**config.mk**
```make
export PLATFORM = sky130hd
export DESIGN_NAME = spline_dcbias
export DESIGN_NICKNAME = d
export VERILOG_FILES = /design/src/rtl/spline_dcbias_pkg.sv /design/src/rtl/spline_trig_pick.sv /design/src/rtl/spline_shadow.sv /design/src/rtl/spline_cascade.sv /design/src/rtl/spline_dcbias.sv
export SDC_FILE = /design/constraint.sdc
export NUM_CORES = 1
export LEC_CHECK = 0
export BUFFER_PORTS_ARGS = -buffer_cell sky130_fd_sc_hd__buf_4
export CAP_MARGIN = 10
export CORE_ASPECT_RATIO = 1.5
export CORE_UTILIZATION = 63
export CTS_BUF_LIST = sky130_fd_sc_hd__clkbuf_16
export CTS_CLUSTER_DIAMETER = 120
export DETAILED_ROUTE_END_ITERATION = 10
export PLACE_DENSITY_LB_ADDON = 0.12
export SYNTH_ARGS = -nofsm -noshare
export SYNTH_HDL_FRONTEND = slang
export SYNTH_SLANG_ARGS = --single-unit
```
**constraint.sdc**
```tcl
create_clock -name clk -period 3.6 [get_ports clk]
set_clock_uncertainty 0.1 [all_clocks]
set_input_delay 0.36 -clock clk [delete_from_list [all_inputs] [get_ports clk]]
set_output_delay 0.36 -clock clk [all_outputs]
set_load 0.01 [all_outputs]
```
**src/rtl/spline_dcbias_pkg.sv**
```systemverilog
`timescale 1ns/1ps
package spline_dcbias_pkg;

  // Coefficient word geometry
  localparam int WORD_W   = 16;
  localparam int IDX_W    = 4;
  localparam int A0_WORDS = 1;
  localparam int A1_WORDS = 2;
  localparam int A2_WORDS = 3;
  localparam int A3_WORDS = 3;
  localparam int N_WORDS  = A0_WORDS + A1_WORDS + A2_WORDS + A3_WORDS;

  // Word index bases; the sequence is part of the write protocol
  localparam int BASE_A0 = 0;
  localparam int BASE_A1 = BASE_A0 + A0_WORDS;
  localparam int BASE_A2 = BASE_A1 + A1_WORDS;
  localparam int BASE_A3 = BASE_A2 + A2_WORDS;

  // Common fixed-point accumulator: output code on top, fraction below
  localparam int ACC_W   = A2_WORDS * WORD_W;
  localparam int FRAC_W  = ACC_W - WORD_W;
  localparam int A1_PAD  = ACC_W - A1_WORDS * WORD_W;

  typedef logic [WORD_W-1:0] word_t;
  typedef logic [ACC_W-1:0]  acc_t;

  typedef struct packed {
    acc_t c3;
    acc_t c2;
    acc_t c1;
    acc_t c0;
  } coef_set_t;

  // Constant term: integer code shifted above the fraction
  function automatic acc_t align_const(input word_t w);
    return {w, {FRAC_W{1'b0}}};
  endfunction

  // Slope: two words, padded below to the common fraction width
  function automatic acc_t align_slope(input word_t hi, input word_t lo);
    return {hi, lo, {A1_PAD{1'b0}}};
  endfunction

  // Higher-order steps: three words already at full width
  function automatic acc_t join_step(input word_t hi, input word_t mid, input word_t lo);
    return {hi, mid, lo};
  endfunction

  // One forward-difference stage, modular
  function automatic acc_t diff_add(input acc_t a, input acc_t b);
    return a + b;
  endfunction

  // DAC code taken from the integer part of the position accumulator
  function automatic word_t dac_code(input acc_t x);
    return x[ACC_W-1 -: WORD_W];
  endfunction

endpackage

```
**src/rtl/spline_trig_pick.sv**
```systemverilog
`timescale 1ns/1ps
module spline_trig_pick #(
  parameter int TRIG_W   = 16,
  parameter int TRIG_BIT = 0
) (
  input  logic [TRIG_W-1:0] trig_mask,
  output logic              load_evt
);
  localparam logic [TRIG_W-1:0] SEL = TRIG_W'(1) << TRIG_BIT;

  // Masking keeps every mask bit in the logic cone
  assign load_evt = |(trig_mask & SEL);

endmodule

```
**src/rtl/spline_shadow.sv**
```systemverilog
`timescale 1ns/1ps
module spline_shadow
  import spline_dcbias_pkg::*;
(
  input  logic             clk,
  input  logic             rst_n,
  input  logic             wr_en,
  input  logic [IDX_W-1:0] wr_idx,
  input  word_t            wr_data,
  output coef_set_t        staged,
  output logic             wr_accept
);

  word_t             words_q [N_WORDS];
  logic [N_WORDS-1:0] word_hit;

  // One decoder per staged word
  for (genvar g = 0; g < N_WORDS; g++) begin : g_dec
    assign word_hit[g] = wr_en && (wr_idx == IDX_W'(g));
  end

  assign wr_accept = |word_hit;

  always_ff @(posedge clk or negedge rst_n) begin
    if (!rst_n) begin
      for (int i = 0; i < N_WORDS; i++) words_q[i] <= '0;
    end else begin
      for (int i = 0; i < N_WORDS; i++) begin
        if (word_hit[i]) words_q[i] <= wr_data;
      end
    end
  end

  // Assemble aligned coefficients from the staged words
  always_comb begin
    staged.c0 = align_const(words_q[BASE_A0]);
    staged.c1 = align_slope(words_q[BASE_A1+1], words_q[BASE_A1]);
    staged.c2 = join_step(words_q[BASE_A2+2], words_q[BASE_A2+1], words_q[BASE_A2]);
    staged.c3 = join_step(words_q[BASE_A3+2], words_q[BASE_A3+1], words_q[BASE_A3]);
  end

endmodule

```
**src/rtl/spline_cascade.sv**
```systemverilog
`timescale 1ns/1ps
module spline_cascade
  import spline_dcbias_pkg::*;
(
  input  logic      clk,
  input  logic      rst_n,
  input  logic      load,
  input  coef_set_t seed,
  output acc_t      x0,
  output acc_t      x1,
  output acc_t      x2,
  output acc_t      x3
);

  always_ff @(posedge clk or negedge rst_n) begin
    if (!rst_n) begin
      x0 <= '0;
      x1 <= '0;
      x2 <= '0;
      x3 <= '0;
    end else if (load) begin
      x0 <= seed.c0;
      x1 <= seed.c1;
      x2 <= seed.c2;
      x3 <= seed.c3;
    end else begin
      // Every stage sees its neighbour's pre-edge value
      x0 <= diff_add(x0, x1);
      x1 <= diff_add(x1, x2);
      x2 <= diff_add(x2, x3);
    end
  end

endmodule

```
**src/rtl/spline_dcbias.sv**
```systemverilog
`timescale 1ns/1ps
module spline_dcbias
  import spline_dcbias_pkg::*;
#(
  parameter int TRIG_W   = 16,
  parameter int TRIG_BIT = 0
) (
  input  logic              clk,
  input  logic              rst_n,
  input  logic              wr_en,
  input  logic [3:0]        wr_idx,
  input  logic [15:0]       wr_data,
  input  logic [TRIG_W-1:0] trig_mask,
  output logic [15:0]       sample
);

  logic      load_evt;
  logic      wr_accept;
  coef_set_t seed_set;
  acc_t      x0_q, x1_q, x2_q, x3_q;

  spline_trig_pick #(.TRIG_W(TRIG_W), .TRIG_BIT(TRIG_BIT)) u_pick (
    .trig_mask (trig_mask),
    .load_evt  (load_evt)
  );

  spline_shadow u_shadow (
    .clk       (clk),
    .rst_n     (rst_n),
    .wr_en     (wr_en),
    .wr_idx    (wr_idx),
    .wr_data   (wr_data),
    .staged    (seed_set),
    .wr_accept (wr_accept)
  );

  spline_cascade u_cascade (
    .clk   (clk),
    .rst_n (rst_n),
    .load  (load_evt),
    .seed  (seed_set),
    .x0    (x0_q),
    .x1    (x1_q),
    .x2    (x2_q),
    .x3    (x3_q)
  );

  assign sample = dac_code(x0_q);

endmodule

```
==> results_dict.tcl <==
set metrics [dict create \
    path_cells "ha_1 > a21o_1 > a21o_1 > a221o_1 > a31oi_1 > buf_4 > o31ai_2 > a31oi_1 > buf_4 > o21ai_1 > a21oi_1 > a31oi_2 > nor4b_2 > a211oi_1" \
    ys_seq_area_frac 0.431 \
    cts_buffers 34 \
    drt-pass1-iter-count 5 \
    port_buffers 39 \
    cts_root_buffer "clkbuf_16" \
    outcome "finished clean" \
    ys_ff_latch 336 \
    leakage_nw 10.2 \
    hold_viol 0 \
    synth.distinct_cells 70 \
    core_um2 30400 \
    die_w_um 146 \
    syn_nets 2097 \
    async_flop_share 1.00 \
    drive_gt1_frac 0.199 \
    grt_pass1_vias 14836 \
    critPathBufInv 2 \
    p_sw_mw 9.18 \
    drt-initial-drc-count 741 \
    total_power_mw 21.9 \
    synth_edf_count 0 \
    fillers 2266 \
    gp_congestion 0.920 \
    layout_min_cycle_time_ns 3.48 \
    final_max_slew_viol_count 0 \
    pwr-share-clk 0.171 \
    setup_viol 0 \
    syn_area_per_cell_um2 10.2 \
    netlist_area_um2 19500 \
    cts_sinks 336 \
    synth_top_flop_cell "dfrtp_1" \
    globalRouteOverflowTotal 0 \
    syn2layout_area_growth_pct 11.5 \
    insertion_delay_ns 0.54 \
    antenna_left 0 \
    row_count 78 \
    fin_crit_sh 0.968 \
    highest_layer "met4" \
    tightest_slew_ns 0.815 \
    p_per_area_nw_per_um2 1010 \
    route.met2.wl_mm 25.7 \
    critical_path.max_stage_delay_ns 0.39 \
    slowest_stage "dfrtp_1" \
    drt-vias-per-instance 6.17 \
    cts_buffer_depth 3 \
    placedCellCount 2326 \
    cp_top_family "compound AO/OA/AOI/OAI gates" \
    slew_headroom 0.457 \
    yosysTopAreaCellShare 0.431 \
    drt-wirelength-per-cell_um 20.8 \
    power.internal_mw 12.7 \
    synthCells 1914 \
    critical_path_required_ns 3.88 \
    drc 0 \
    swShare 0.419 \
    final_cell_mix "dfrtp_1, mux2_2, nand2_1" \
    fmaxAchievable_mhz 287 \
    antenna_found_initial 1 \
    htreeDepth 2 \
    initial_utilization 0.643 \
    hold_path_class "in -> reg" \
    ff_latch_area_um2 8410 \
    worst_ep_arrival_time_ns 3.76 \
    instances_no_fill 2387 \
    vias 14734 \
    wl_met1_mm 19.1 \
    comb_power_share 0.549 \
    dieArea_um2 31700 \
    crit_type "reg -> reg" \
    clkTransAtPathRegs_ns 0.06 \
    ir_drop_uv 759 \
    wl_met3_mm 1.73 \
    critPathMaxFanout 5 \
    multiInputGateArea_um2 10700 \
    hpwlAfterDp_mm 35.4 \
    final_common_cell "dfrtp_1" \
    wirelength_mm 49.5 \
    grt_pass1_wl_mm 77.4 \
    cp-start-kind "register" \
    final_nets 2148 \
    ios 55 \
    seqPwrFrac 0.280 \
    synthTopCellsByArea "dfrtp_1, mux2_2, ha_1" \
    track_usage 0.316 \
    setup.worst_path.end_class "register" \
    yosys_warnings 0 \
    synth_largest_area_cell "dfrtp_1" \
    grt_max_degree 111 \
    maxCapViolations 0 \
    fp.dieH_um 218 \
    hold_ws_ns 0.0963 \
    cts_tree "built" \
]
[power groups by stage]
| stage | Combinational, mW | Clock [mW] | Sequential [mW] |
|---|---|---|---|
| floorplan | 9.08 | 0 | 5.63 |
| global placement | 11.4 | 0 | 6.17 |
| detailed placement | 11.7 | 0 | 6.21 |
| CTS | 11.8 | 3.80 | 6.15 |
| global route | 13.3 | 3.93 | 6.23 |
| finish | 12.0 | 3.74 | 6.14 |
[per-stage QoR]
step	area (µm²)	utilization	TNS, ns	setup slack (ns)
floorplan	19500	-	0	0.433
global placement	20500	0.675	0	0.0755
detailed placement	20500	0.675	0	0.0569
CTS	21700	0.713	0	0.0343
global route	21800	0.717	-0.0141	-0.0127
finish	21800	0.717	0	0.116
[cells in the mapped netlist (all sizes together) (3+ instances only)]
master / instances
dfrtp: 336
mux2: 197
nand2: 178
o21ai: 160
a21oi: 155
ha: 141
nor2: 108
a21o: 85
xnor2: 85
clkbuf: 70
xor2: 48
inv: 38
nand4: 33
nand3: 25
nor2b: 25
buf: 22
a31oi: 19
o21bai: 18
nor3: 17
a211oi: 12
and3: 12
nand2b: 11
o21a: 10
o31ai: 10
nor3b: 7
or3: 7
a221oi: 6
a21boi: 5
a221o: 5
and2: 5
nor4: 5
o211ai: 5
a311oi: 4
or2: 4
a31o: 3
a41oi: 3
fa: 3
nand3b: 3
o221ai: 3
o22ai: 3
[area by class of cell]
type | instances | area share
multi-input cells | 1448 | 0.490
flip-flops and latches | 336 | 0.386
repair buffers | 107 | 0.0405
clock buffers | 35 | 0.0403
well taps | 400 | 0.0230
clock inverters | 22 | 0.0128
inverters | 38 | 0.00656
diodes | 1 | 0.000115
[worst register-to-register path: stages (launching register included)]
cell      delay [ns]
dfrtp_1         0.39
ha_1            0.37
a21o_1          0.18
a21o_1          0.17
a221o_1         0.28
a31oi_1         0.25
buf_4           0.19
o31ai_2         0.09
a31oi_1         0.20
buf_4           0.18
o21ai_1         0.11
a21oi_1         0.29
a31oi_2         0.19
nor4b_2         0.25
a211oi_1        0.09
[routing by layer]
metal,vias to the layer above,global-route usage
met4,0,0.183
met2,328,0.579
met5,-,0
met1,7269,0.356
li1,7010,-
met3,127,0.0347
[flip-flops by register name, summed over array words and instances (netlist names)]
name / flops
u_cascade.x0: 48
u_cascade.x3: 48
u_shadow.staged: 144
u_cascade.x1: 48
u_cascade.x2: 48
[path summary, 6_finish.rpt]
kind,slack [ns],depth (start not counted),endpoint,start
worst max-delay path,0.12,14,u_cascade.x0[45]$_DFF_PN0_,u_cascade.x1[6]$_DFF_PN0_
worst min-delay path,0.1,2,u_shadow.staged[47]$_DFFE_PN0P_,wr_data[15]
worst max register to register,0.12,14,u_cascade.x0[45]$_DFF_PN0_,u_cascade.x1[6]$_DFF_PN0_
worst min register to register,0.38,2,u_cascade.x2[6]$_DFF_PN0_,u_shadow.staged[102]$_DFFE_PN0P_
max in group asynchronous,2.11,3,u_cascade.x2[29]$_DFF_PN0_,rst_n
min in group asynchronous,0.32,2,u_cascade.x0[17]$_DFF_PN0_,rst_n
[repair_timing]
action / CTS / global route
setup endpoints to repair: 1 / 26
resized for setup: 1 / 22
buffers inserted: 0 / 2
hold buffers: 1 / 0
endpoints found under the hold margin: 88 / 0
pin swaps: 0 / 4
[logic make-up (layout without fill, tap and decap cells)]
family / after synthesis / count (layout) / share of synthesized area
AOI/OAI and AO/OA: 527 / 527 / 0.169
xor gates and xnor gates: 133 / 133 / 0.0597
adders and majority gates: 144 / 144 / 0.0935
buffers and inverters: 130 / 202 / 0.0281
DFF: 336 / 336 / 0.431
muxes: 198 / 198 / 0.114
other: 0 / 1 / 0
and+or+nand+nor: 446 / 446 / 0.105
(Power assumes the default switching activity.)
